### src/rtl/reloc_pkg.sv
package reloc_pkg;
  typedef enum logic {
    SEL_BASE  = 1'b0,
    SEL_LIMIT = 1'b1
  } cfg_sel_e;
endpackage

### src/rtl/reloc_regs.sv
module reloc_regs
  import reloc_pkg::*;
#(
  parameter int LA_W = 16,
  parameter int PA_W = 24
) (
  input  logic            clk,
  input  logic            rst,
  input  logic            cfg_we,
  input  logic            cfg_priv,
  input  logic            cfg_sel,
  input  logic [PA_W-1:0] cfg_data,
  output logic [PA_W-1:0] base_q,
  output logic [LA_W:0]   limit_q,
  output logic            priv_err
);
  logic wr_ok;
  logic wr_bad;

  assign wr_ok  = cfg_we && cfg_priv;
  assign wr_bad = cfg_we && !cfg_priv;

  always_ff @(posedge clk) begin
    if (rst) begin
      base_q   <= '0;
      limit_q  <= '0;
      priv_err <= 1'b0;
    end else begin
      priv_err <= wr_bad;
      if (wr_ok) begin
        if (cfg_sel_e'(cfg_sel) == SEL_BASE) base_q  <= cfg_data;
        else                                 limit_q <= cfg_data[LA_W:0];
      end
    end
  end
endmodule

### src/rtl/reloc_xlate.sv
module reloc_xlate #(
  parameter int LA_W = 16,
  parameter int PA_W = 24
) (
  input  logic            clk,
  input  logic            rst,
  input  logic            req_vld,
  input  logic [LA_W-1:0] req_addr,
  input  logic            req_priv,
  input  logic [PA_W-1:0] base_q,
  input  logic [LA_W:0]   limit_q,
  output logic            mem_vld,
  output logic [PA_W-1:0] mem_addr,
  output logic            fault_now
);
  localparam int PAD = PA_W - LA_W;

  logic [PA_W-1:0] addr_zx;
  logic [PA_W-1:0] addr_sum;
  logic            in_range;
  logic            pass;

  assign addr_zx   = {{PAD{1'b0}}, req_addr};
  assign addr_sum  = base_q + addr_zx;
  assign in_range  = ({1'b0, req_addr} < limit_q);
  assign pass      = req_vld && (req_priv || in_range);
  assign fault_now = req_vld && !req_priv && !in_range;

  always_ff @(posedge clk) begin
    if (rst) begin
      mem_vld  <= 1'b0;
      mem_addr <= '0;
    end else begin
      mem_vld <= pass;
      if (pass) mem_addr <= req_priv ? addr_zx : addr_sum;
    end
  end
endmodule

### src/rtl/reloc_trap.sv
module reloc_trap #(
  parameter int LA_W = 16
) (
  input  logic            clk,
  input  logic            rst,
  input  logic            fault_now,
  input  logic [LA_W-1:0] fault_addr,
  input  logic            trap_ack,
  output logic            trap,
  output logic [LA_W-1:0] trap_addr
);
  always_ff @(posedge clk) begin
    if (rst) begin
      trap      <= 1'b0;
      trap_addr <= '0;
    end else if (fault_now) begin
      trap <= 1'b1;
      if (!trap || trap_ack) trap_addr <= fault_addr;
    end else if (trap_ack) begin
      trap <= 1'b0;
    end
  end
endmodule

### src/rtl/reloc_guard.sv
module reloc_guard #(
  parameter int LA_W = 16,
  parameter int PA_W = 24
) (
  input  logic            clk,
  input  logic            rst,
  input  logic            req_vld,
  input  logic [LA_W-1:0] req_addr,
  input  logic            req_priv,
  input  logic            cfg_we,
  input  logic            cfg_priv,
  input  logic            cfg_sel,
  input  logic [PA_W-1:0] cfg_data,
  input  logic            trap_ack,
  output logic            mem_vld,
  output logic [PA_W-1:0] mem_addr,
  output logic            trap,
  output logic [LA_W-1:0] trap_addr,
  output logic            priv_err
);
  logic [PA_W-1:0] base_q;
  logic [LA_W:0]   limit_q;
  logic            fault_now;

  reloc_regs #(.LA_W(LA_W), .PA_W(PA_W)) u_regs (
    .clk(clk), .rst(rst), .cfg_we(cfg_we), .cfg_priv(cfg_priv),
    .cfg_sel(cfg_sel), .cfg_data(cfg_data), .base_q(base_q),
    .limit_q(limit_q), .priv_err(priv_err)
  );

  reloc_xlate #(.LA_W(LA_W), .PA_W(PA_W)) u_xlate (
    .clk(clk), .rst(rst), .req_vld(req_vld), .req_addr(req_addr),
    .req_priv(req_priv), .base_q(base_q), .limit_q(limit_q),
    .mem_vld(mem_vld), .mem_addr(mem_addr), .fault_now(fault_now)
  );

  reloc_trap #(.LA_W(LA_W)) u_trap (
    .clk(clk), .rst(rst), .fault_now(fault_now), .fault_addr(req_addr),
    .trap_ack(trap_ack), .trap(trap), .trap_addr(trap_addr)
  );
endmodule

### config.mk
export PLATFORM = sky130hd
export DESIGN_NAME = reloc_guard
export DESIGN_NICKNAME = d
export VERILOG_FILES = /design/src/rtl/reloc_pkg.sv /design/src/rtl/reloc_regs.sv /design/src/rtl/reloc_xlate.sv /design/src/rtl/reloc_trap.sv /design/src/rtl/reloc_guard.sv
export SDC_FILE = /design/constraint.sdc
export NUM_CORES = 1
export LEC_CHECK = 0
export CAP_MARGIN = 25
export CORE_MARGIN = 10
export CORE_UTILIZATION = 30
export CTS_CLUSTER_DIAMETER = 200
export DETAILED_ROUTE_END_ITERATION = 8
export HOLD_SLACK_MARGIN = 0.03
export PLACE_DENSITY = 0.53
export SLEW_MARGIN = 10
export SYNTH_ARGS = -nofsm -noshare
export SYNTH_HDL_FRONTEND = slang
export SYNTH_SLANG_ARGS = --single-unit
### constraint.sdc
create_clock -name clk -period 8.73 [get_ports clk]
set_input_delay 2.1825 -clock clk [delete_from_list [all_inputs] [get_ports clk]]
set_output_delay 2.1825 -clock clk [all_outputs]
set_load 0.03 [all_outputs]
==> results.tsv, run 1 <==
stage	metric	value	unit
outcome	outcome	finished clean	
floorplanning	die height	145	um
timing	period utilisation layout	0.561	
hold_path	Hold Crit Class	reg2reg	
route	DRT Pass-1 Iters	4	
route	via count	4456	
route	Avg Vias per Cell	5.02	
cells_and_area	layout cell share with drive strength beyond 1	0.0444	
cells_and_area	fill count	1574	
synth	Avg Inst Size Synth	7.84	um^2
critical_path	Setup crit end kind	register	
place	routability cong.	0.837	
cells_and_area	P&R area growth vs syn	29.6	%
synth	Post-synth EDFFs	0	
route	1st-iter DRT viols	276	
cells_and_area	commonest non-fill, non-tap cell in the layout	nand2_1	
route	# DRC	0	
cells_and_area	Finished Cell Area	6080	um^2
clocking	cts hold-fix bufs	0	
clocking	root buf cell	clkbuf_16	
global_route	global-route wire length before repair	23.4	mm
synth	Post-Syn Instances	598	
timing	Final setup viols	0	
timing	Worst-Margin Slew	0.917	ns
pwr	Leak	2.18	nW
critical_path	Worst EP arrival	5.14	ns
critical_path	FF-to-FF path depth	7	
hold_path	Hold EP	u_regs.limit_q[2]	
timing	Hold Slack	0.455	ns
clocking	Clock Sinks	84	
critical_path	crit-path max FO	5	
global_route	initial antenna violation count	0	
critical_path	reg2reg setup slack	5.88	ns
synth	syn_nets	678	
place	Port Buffers	90	
critical_path	CP peak stage delay	0.66	ns
synth	mapped cell area	4690	um^2
timing	crit path time final	4.89	ns
clocking	CTS Buf Count	9	
clocking	CTS max path bufs	2	
cells_and_area	commonest cells after routing, fill and taps aside	nand2_1 (120), clkdlybuf4s50_1 (89), dfxtp_1 (84)	
synth	flops & latches, synth	84	
critical_path	reg2reg start	u_regs.base_q[4]	
route	Post-DRT Antenna Nets	0	
global_route	GRT Residual Overflow	0	
place	HPWL after DPL	11.1	mm
critical_path	CP bufs+invs	1	
floorplanning	core area	15300	um^2
cells_and_area	diodes inserted	0	
critical_path	crit path max-delay cell type	o41ai_1	
synth	share of the synthesized area in the top cell type	0.358	
critical_path	Critical Path, Cell by Cell	clkdlybuf4s50_1 > ha_1 > and2_1 > a221oi_1 > a211oi_1 > o41ai_1 > xnor2_1 > a31o_2	
critical_path	r2r endpoint	u_xlate.mem_addr[23]	
floorplanning	row cnt	45	
floorplanning	Die Width	145	um
place	Area after DPL	5780	um^2
critical_path	Critical Path RT	8.97	ns
clocking	worst skew pair latency	0.35	ns
synth	synth warn	0	
global_route	vias in the first global route	4366	
hold_path	hold path cells	2	
clocking	H-Tree Depth	3	
floorplanning	Initial Util	0.307	
route	final wirelength	14.9	mm
pwr	power per cell area	166	nW/um^2
timing	final hold violations	0	
timing	Fin Clk Skew	0.00816	ns
floorplanning	io pins	91	
synth	register area share after synthesis	0.358	
timing	FMAX	204	MHz
floorplanning	Die ar.	21000	um^2
critical_path	Setup crit start kind	input pin	
critical_path	Setup CP Type	in2reg	
cells_and_area	Final #Nets	751	
synth	top post-synthesis cells by area	dfxtp_1 (36%), nand2_1 (9.6%), ha_1 (8.3%), a21oi_1 (7.8%), mux2i_1 (3.8%)	
clocking	CTS clock-pin slew for the worst setup and hold paths	0.06	ns
run	# Max-Cap Violations	0	
global_route	total track usage	0.137	
timing	unrepaired setup endpoints after global routing	false	
timing	setup_tns	0	ns
pwr	worst vdd ir	83.5	uV
critical_path	Top delay family on crit path	compound AO/OA/AOI/OAI gates	
synth	Synth async-reset ratio	0	
synth	post-synth cell types	59	
timing	Rel. slew slack	0.389	
global_route	largest net degree at the start of global routing	86	
timing	max-slew violations	0	
clocking	Post-CTS Setup Inserts	0	
route	WL/cell	16.8	um
clocking	TritonCTS clock tree	done	
hold_path	hold_sp	u_regs.limit_q[2]	
clocking	post_cts resized	0	
synth	post-synth top area cell	dfxtp_1	
synth	Primary FF master, synth	dfxtp_1	
cells by family after synthesis:
family / share of synthesized area
mux: 0.0384
buf+inv: 0.0480
fa+ha+maj: 0.0870
compound gates: 0.218
flops: 0.358
xor+xnor: 0.0205
simple gates: 0.229
routing by layer:
metal,up-vias,routed length [um],global-route usage
li1,2254,-,-
met1,2073,6700,0.166
met2,108,6950,0.227
met3,21,1010,0.0432
met4,0,198,0.0409
met5,-,0,0
worst max path at each step:
stage                           endpoint  slack [ns]  cells after the start         start
detailed placement  u_trap.trap_addr[12]        3.46                      9  req_addr[14]
floorplan           u_xlate.mem_addr[16]        4.44                      8   req_addr[2]
CTS                 u_xlate.mem_addr[23]        3.84                      8   req_addr[4]
global route        u_xlate.mem_addr[23]        3.57                      8   req_addr[4]
finish              u_xlate.mem_addr[23]        3.84                      8   req_addr[4]
global placement    u_xlate.mem_addr[13]        3.28                      8   req_addr[2]
power breakdown:
part / internal [mW] / total, mW / switching [mW] / leakage [nW]
logic: 0.0858 / 0.201 / 0.115 / 1.35
registers: 0.402 / 0.414 / 0.0120 / 0.685
clock network: 0.236 / 0.396 / 0.160 / 0.149
cell type report:
type | count | area, um^2 | area share
sequential | 84 | 1680 | 0.277
multi-input combinational | 456 | 2780 | 0.458
clock buffer | 12 | 256 | 0.0422
clock inverter | 4 | 47.5 | 0.00782
timing repair buffer | 95 | 953 | 0.157
tap | 211 | 264 | 0.0434
inverter | 25 | 93.8 | 0.0154
sequential cells by signal, summed over array words and instances, names as in the netlist:
name              count
u_regs.limit_q       17
u_regs.base_q        24
u_trap.trap_addr     16
u_xlate.mem_addr     24
u_xlate.mem_vld       1
u_regs.priv_err       1
u_trap.trap           1
worst reg2reg max path: stages, from the launching register on:
cell	delay (ns)
dfxtp_1	0.32
ha_1	0.34
and2_1	0.19
a221oi_1	0.52
a211oi_1	0.29
o41ai_1	0.66
xnor2_1	0.15
a31o_2	0.27
synthesized netlist by cell type, drive strengths merged, types with 4 or more instances:
| cell type | instances |
|---|---|
| nand2 | 120 |
| dfxtp | 84 |
| a21oi | 73 |
| nor2 | 46 |
| ha | 31 |
| clkbuf | 28 |
| inv | 25 |
| mux2i | 18 |
| o21ai | 15 |
| nand3 | 13 |
| nor3 | 10 |
| nand2b | 9 |
| a211oi | 8 |
| a21o | 8 |
| a311oi | 8 |
| and2 | 7 |
| nand4 | 7 |
| or3 | 7 |
| o21a | 6 |
| o32ai | 6 |
| xor2 | 6 |
| buf | 5 |
| xnor2 | 5 |
| a31oi | 4 |
| and3 | 4 |
| o211ai | 4 |
through the flow:
stage	utilization	setup WS (ns)	power [mW]	instances
floorplan	-	4.44	0.540	598
global placement	0.377	3.28	0.621	870
detailed placement	0.379	3.46	0.626	871
CTS	0.399	3.84	1.02	887
global route	0.399	3.57	1.06	887
finish	0.399	3.84	1.01	887
Power figures use the tool's default switching activity.
==> run 2, diff against run 1 <==
--- a/config.mk
+++ b/config.mk
@@ -11,7 +11,7 @@
 export CTS_CLUSTER_DIAMETER = 200
 export DETAILED_ROUTE_END_ITERATION = 8
 export HOLD_SLACK_MARGIN = 0.03
-export PLACE_DENSITY = 0.53
+export PLACE_DENSITY = 0.55
 export SLEW_MARGIN = 10
 export SYNTH_ARGS = -nofsm -noshare
 export SYNTH_HDL_FRONTEND = slang
==> constraint.sdc (replaced) <==
create_clock -name clk -period 4.3 [get_ports clk]
set_input_delay 1.075 -clock clk [delete_from_list [all_inputs] [get_ports clk]]
set_output_delay 1.075 -clock clk [all_outputs]
set_load 0.03 [all_outputs]
==> run 2 against run 1 <==
Effect of this change:
- cell count is 0.68% higher
- sequential share of layout area fell by 0.096 points
- clock skew fell by 0.0020 ns
- critical path type unchanged
- largest cell class unchanged
==> results.tsv, run 2 (synthesis gave the netlist of run 1 again) <==
stage	metric	value	unit	change
timing	max-slew violations	0		unchanged
cells_and_area	fill count	1586		+0.76%
timing	Final setup viols	0		unchanged
run	# Max-Cap Violations	0		unchanged
clocking	Clock Sinks	84		unchanged
floorplanning	row cnt	45		unchanged
cells_and_area	Final #Nets	759		+1.1%
cells_and_area	commonest cells after routing, fill and taps aside	nand2_1 (120), clkdlybuf4s50_1 (89), dfxtp_1 (84)		
hold_path	hold_sp	u_regs.limit_q[5]		
timing	unrepaired setup endpoints after global routing	false		
clocking	cts hold-fix bufs	0		unchanged
pwr	Logic pwr share	0.206		+0.007
outcome	outcome	finished clean		
critical_path	Critical Path RT	4.56	ns	-4.41 ns
clocking	CTS Buf Count	9		unchanged
cells_and_area	FF+latch area	1680	um^2	unchanged
critical_path	FF-to-FF path depth	8		+1
critical_path	reg2reg setup slack	1.57	ns	-4.31 ns
critical_path	r2r endpoint	u_xlate.mem_addr[16]		
floorplanning	io pins	91		unchanged
route	DRT Pass-1 Iters	4		unchanged
global_route	initial antenna violation count	0		unchanged
critical_path	reg2reg start	u_regs.limit_q[3]		
pwr	Leak	2.21	nW	+1.1%
timing	FMAX	273	MHz	
cells_and_area	layout cell share with drive strength beyond 1	0.0513		+0.00694
route	via count	4489		+0.74%
place	HPWL after DPL	11.4	mm	+3.4%
clocking	root buf cell	clkbuf_16		
timing	Worst-Margin Slew	0.788	ns	-0.129 ns
pwr	Switch Pwr	0.564	mW	+97%
hold_path	hold path cells	2		unchanged
timing	final hold violations	0		unchanged
critical_path	Setup CP Type	in2reg		
global_route	GRT Residual Overflow	0		unchanged
global_route	M2 GR Usage	0.225		-0.00229
route	final wirelength	14.8	mm	-0.15%
clocking	CTS max path bufs	2		unchanged
pwr	power per cell area	328	nW/um^2	+97%
critical_path	crit path max-delay cell type	clkdlybuf4s50_1		
global_route	largest net degree at the start of global routing	42		-51%
route	WL/cell	16.6	um	-0.83%
global_route	total track usage	0.140		+0.00257
place	Port Buffers	90		unchanged
global_route	grt met1 use	0.176		+0.0107
cells_and_area	multi-input logic area	2780	um^2	unchanged
global_route	met3 usage	0.0407		-0.00248
cells_and_area	P&R area growth vs syn	30.1	%	
clocking	post_cts resized	0		unchanged
global_route	global-route wire length before repair	24.0	mm	+2.6%
hold_path	Hold Crit Class	reg2reg		
clocking	Post-CTS Setup Inserts	0		unchanged
floorplanning	Initial Util	0.307		unchanged
clocking	H-Tree Depth	3		unchanged
pwr	Cell Int Power	1.44	mW	+98%
clocking	worst skew pair latency	0.34	ns	about the same
pwr	Final Power	2.00	mW	+98%
timing	period utilisation layout	0.850		
floorplanning	Die ar.	21000	um^2	unchanged
critical_path	Critical Path, Cell by Cell	clkdlybuf4s50_1 > ha_1 > or3_1 > a211o_1 > a32oi_2 > a41oi_4 > or3_1 > o32ai_2		
global_route	vias in the first global route	4337		-0.66%
pwr	worst vdd ir	147	uV	+76%
pwr	Flop pwr share	0.421		+0.011
critical_path	CP peak stage delay	0.50	ns	-0.16 ns
critical_path	crit-path max FO	10		+5
global_route	Most Crowded Layer GR	met2		
critical_path	Setup crit start kind	input pin		
pwr	switching part of the total	0.282		-0.00169
place	routability cong.	0.892		+6.6%
critical_path	Setup crit end kind	register		
cells_and_area	Top Registers	u_regs.base_q x24, u_xlate.mem_addr x24, u_regs.limit_q x17		
timing	crit path time final	3.66	ns	
clocking	CTS clock-pin slew for the worst setup and hold paths	0.06	ns	about the same
timing	Rel. slew slack	0.473		+0.0846
cells_and_area	commonest non-fill, non-tap cell in the layout	nand2_1		
route	# DRC	0		unchanged
cells_and_area	diodes inserted	0		unchanged
critical_path	cell mode on critical path	or3_1		
hold_path	Hold EP	u_regs.limit_q[5]		
floorplanning	die height	145	um	unchanged
pwr	clock network power share	0.373		-0.019
floorplanning	core area	15300	um^2	unchanged
clocking	TritonCTS clock tree	done		
critical_path	Worst EP arrival	3.92	ns	-1.22 ns
timing	setup_tns	0	ns	unchanged
route	1st-iter DRT viols	240		-13%
route	Avg Vias per Cell	5.03		about the same
route	Post-DRT Antenna Nets	0		unchanged
timing	Fin Clk Skew	0.00619	ns	-0.00196 ns
floorplanning	Die Width	145	um	unchanged
-- run 2: routing by layer --
metal	routed length (um)	part of all wire
met3	920	0.062
met2	7060	0.48
met4	115	0.0078
met5	0	0
met1	6740	0.45
-- run 2: per-stage QoR --
| step | hold WS, ns | instances | util | setup slack [ns] | instance area [um^2] |
|---|---|---|---|---|---|
| 2_1_floorplan | 0.436 | 598 | - | 1.12 | 4690 |
| 3_3_place_gp | 0.446 | 879 | 0.382 | 0.367 | 5830 |
| 3_5_place_dp | 0.451 | 879 | 0.382 | 0.263 | 5830 |
| 4_1_cts | 0.458 | 893 | 0.400 | 0.627 | 6100 |
| 5_1_grt | 0.476 | 893 | 0.400 | 0.362 | 6100 |
| 6_report | 0.456 | 893 | 0.400 | 0.643 | 6100 |
-- run 2: worst max-delay path by stage --
stage	start	to	slack, ns
after floorplan	req_addr[2]	u_xlate.mem_addr[16]	1.12
after global placement	req_addr[2]	u_xlate.mem_addr[16]	0.37
after detailed placement	req_addr[2]	u_xlate.mem_addr[12]	0.26
after CTS	req_addr[2]	u_xlate.mem_addr[12]	0.63
after global routing	req_addr[4]	u_xlate.mem_addr[23]	0.36
final	req_addr[2]	u_xlate.mem_addr[16]	0.64
-- run 2: layout make-up --
| type | instances | share of cell area |
|---|---|---|
| Multi-Input combinational cell | 456 | 0.456 |
| Tap cell | 211 | 0.0433 |
| Sequential cell | 84 | 0.276 |
| Timing Repair Buffer | 103 | 0.165 |
| Clock buffer | 11 | 0.0381 |
| Inverter | 25 | 0.0154 |
| Clock inverter | 3 | 0.00656 |
-- run 2: worst max-delay path, delay by kind of cell --
family,cells,cell delay [ns]
AO/OA/AOI/OAI,4,1.21
adder cells (fa/ha/maj),1,0.24
buffers and inverters,1,0.50
AND/OR/NAND/NOR,2,0.88
-- run 2: power by group through the flow --
stage          Clock [mW]  Combinational, mW  Sequential, mW
6_report            0.746              0.412           0.841
5_1_grt             0.796              0.453           0.846
4_1_cts             0.765              0.417           0.842
3_5_place_dp            0              0.415           0.858
3_3_place_gp            0              0.409           0.859
2_1_floorplan           0              0.193           0.903
==> run 3, diff against run 2 <==
--- a/config.mk
+++ b/config.mk
@@ -11,7 +11,7 @@
 export CTS_CLUSTER_DIAMETER = 200
 export DETAILED_ROUTE_END_ITERATION = 8
 export HOLD_SLACK_MARGIN = 0.03
-export PLACE_DENSITY = 0.55
+export PLACE_DENSITY = 0.53
 export SLEW_MARGIN = 10
 export SYNTH_ARGS = -nofsm -noshare
 export SYNTH_HDL_FRONTEND = slang
==> constraint.sdc (replaced) <==
create_clock -name clk -period 4 [get_ports clk]
set_input_delay 1 -clock clk [delete_from_list [all_inputs] [get_ports clk]]
set_output_delay 1 -clock clk [all_outputs]
set_load 0.03 [all_outputs]
==> run 3 against run 2 <==
Effect of this change:
- die area stayed put
- critical path type unchanged
- largest power group unchanged
- critical endpoint is now u_xlate.mem_addr[23]
- wire length grew 3.7%
- register-to-register slack got worse by 0.39 ns
==> results.tsv, run 3 (synthesis gave the netlist of run 1 again) <==
stage	metric	value	unit	change
cells_and_area	Finished Cell Area	6180	um^2	+1.4%
global_route	total track usage	0.144		+0.00481
timing	Final WS setup	0.305	ns	-0.338 ns
route	1st-iter DRT viols	252		+5.0%
timing	max-slew violations	0		unchanged
global_route	global-route wire length before repair	24.8	mm	+3.0%
cells_and_area	commonest cells after routing, fill and taps aside	nand2_1 (120), clkdlybuf4s50_1 (89), dfxtp_1 (84)		
clocking	worst skew pair latency	0.35	ns	about the same
critical_path	Setup crit end kind	register		
timing	Hold Slack	0.455	ns	-0.000911 ns
hold_path	Hold Crit Class	reg2reg		
floorplanning	Die Width	145	um	unchanged
cells_and_area	diodes inserted	0		unchanged
pwr	switching part of the total	0.286		+0.00390
cells_and_area	P&R area growth vs syn	31.8	%	
route	DRT Pass-1 Iters	5		+1
timing	Rel. slew slack	0.405		-0.0683
global_route	largest net degree at the start of global routing	47		+12%
pwr	clock network power share	0.384		+0.011
critical_path	Worst EP arrival	3.94	ns	+0.02 ns
clocking	Clock Sinks	84		unchanged
route	Post-DRT Antenna Nets	0		unchanged
outcome	outcome	finished clean		
place	placed insts	887		+0.91%
timing	period utilisation layout	0.924		
route	via count	4537		+1.1%
timing	crit path time final	3.69	ns	
floorplanning	Die ar.	21000	um^2	unchanged
critical_path	Setup CP Type	in2reg		
timing	setup_tns	0	ns	unchanged
floorplanning	Initial Util	0.307		unchanged
timing	FMAX	271	MHz	
cells_and_area	Final Non-Filler Cells	903		+1.1%
floorplanning	die height	145	um	unchanged
pwr	Leak	2.26	nW	+2.2%
cells_and_area	Top Registers	u_regs.base_q x24, u_xlate.mem_addr x24, u_regs.limit_q x17		
global_route	GRT Residual Overflow	0		unchanged
place	Port Buffers	90		unchanged
place	pre-CTS setup slack	0.00226	ns	-0.260 ns
place	routability cong.	0.909		+1.9%
global_route	initial antenna violation count	0		unchanged
place	HPWL after DPL	11.9	mm	+3.7%
route	# DRC	0		unchanged
route	WL/cell	17.0	um	+2.5%
run	# Max-Cap Violations	0		unchanged
clocking	TritonCTS clock tree	done		
global_route	vias in the first global route	4571		+5.4%
timing	Final setup viols	0		unchanged
cells_and_area	layout cell share with drive strength beyond 1	0.0650		+0.0137
critical_path	crit-path max FO	5		-5
floorplanning	io pins	91		unchanged
clocking	root buf cell	clkbuf_16		
floorplanning	row cnt	45		unchanged
pwr	Switch Pwr	0.631	mW	+12%
place	Area after DPL	5890	um^2	+1.0%
pwr	worst vdd ir	239	uV	+62%
timing	unrepaired setup endpoints after global routing	false		
critical_path	Critical Path RT	4.25	ns	-0.31 ns
timing	final hold violations	0		unchanged
clocking	CTS max path bufs	2		unchanged
pwr	Flop pwr share	0.410		-0.011
clocking	H-Tree Depth	3		unchanged
floorplanning	core area	15300	um^2	unchanged
clocking	cts hold-fix bufs	0		unchanged
timing	Worst-Margin Slew	0.893	ns	+0.105 ns
pwr	Cell Int Power	1.57	mW	+9.7%
clocking	post_cts resized	0		unchanged
route	final wirelength	15.4	mm	+3.7%
clocking	CTS Buf Count	9		unchanged
pwr	Logic pwr share	0.206		about the same
route	Avg Vias per Cell	5.02		about the same
clocking	CTS clock-pin slew for the worst setup and hold paths	0.06	ns	about the same
critical_path	Setup crit start kind	input pin		
timing	Fin Clk Skew	0.00451	ns	-0.00169 ns
clocking	Post-CTS Setup Inserts	0		unchanged
pwr	power per cell area	357	nW/um^2	+8.8%
cells_and_area	commonest non-fill, non-tap cell in the layout	nand2_1		
cells_and_area	Final #Nets	767		+1.1%
[run 3: cell count changes in the layout (fill, tap and decap cells not counted), sizes merged]
cell and delta:
clkinv +1, clkbuf +1, buf +8
[run 3: worst paths after layout]
kind,to,from,slack [ns],cells after the start
worst min register to register,u_regs.limit_q[10],u_regs.limit_q[10],0.46,2
worst max register to register,u_xlate.mem_addr[10],u_regs.limit_q[3],1.18,9
worst max-delay path,u_xlate.mem_addr[23],req_addr[4],0.31,8
worst min-delay path,u_regs.limit_q[10],u_regs.limit_q[10],0.46,2
[run 3: layout make-up]
| cell class | instances | area [um^2] |
|---|---|---|
| tap | 211 | 264 |
| timing repair buffer | 111 | 1070 |
| fill | 1598 | 9070 |
| sequential | 84 | 1680 |
| multi-input combinational | 456 | 2780 |
| clock inverter | 4 | 48.8 |
| inverter | 25 | 93.8 |
| clock buffer | 12 | 246 |
[run 3: through the flow]
stage           util  power (mW)
5_1_grt        0.405        2.31
2_1_floorplan      -        1.18
4_1_cts        0.405        2.24
3_5_place_dp   0.386        1.38
6_report       0.405        2.21
3_3_place_gp   0.386        1.37
[run 3: worst max-delay path: stages]
cell,delay [ns]
clkdlybuf4s50_1,0.49
ha_1,0.39
and2_1,0.19
a221oi_1,0.49
a211oi_1,0.30
o41ai_1,0.68
xnor2_1,0.15
a31o_2,0.26
[run 3: power by group through the flow]
stage	logic (mW)	registers, mW	clock network (mW)
after global placement	0.450	0.924	0
after floorplan	0.207	0.971	0
after CTS	0.458	0.906	0.873
final	0.454	0.905	0.846
after global routing	0.497	0.910	0.900
after detailed placement	0.455	0.924	0
[run 3: layer usage]
metal,vias to the layer above,routed length (um),GRT usage
met3,27,833,0.0388
met5,-,0,0
met1,2104,7110,0.180
met4,0,279,0.0557
li1,2295,-,-
met2,111,7160,0.232
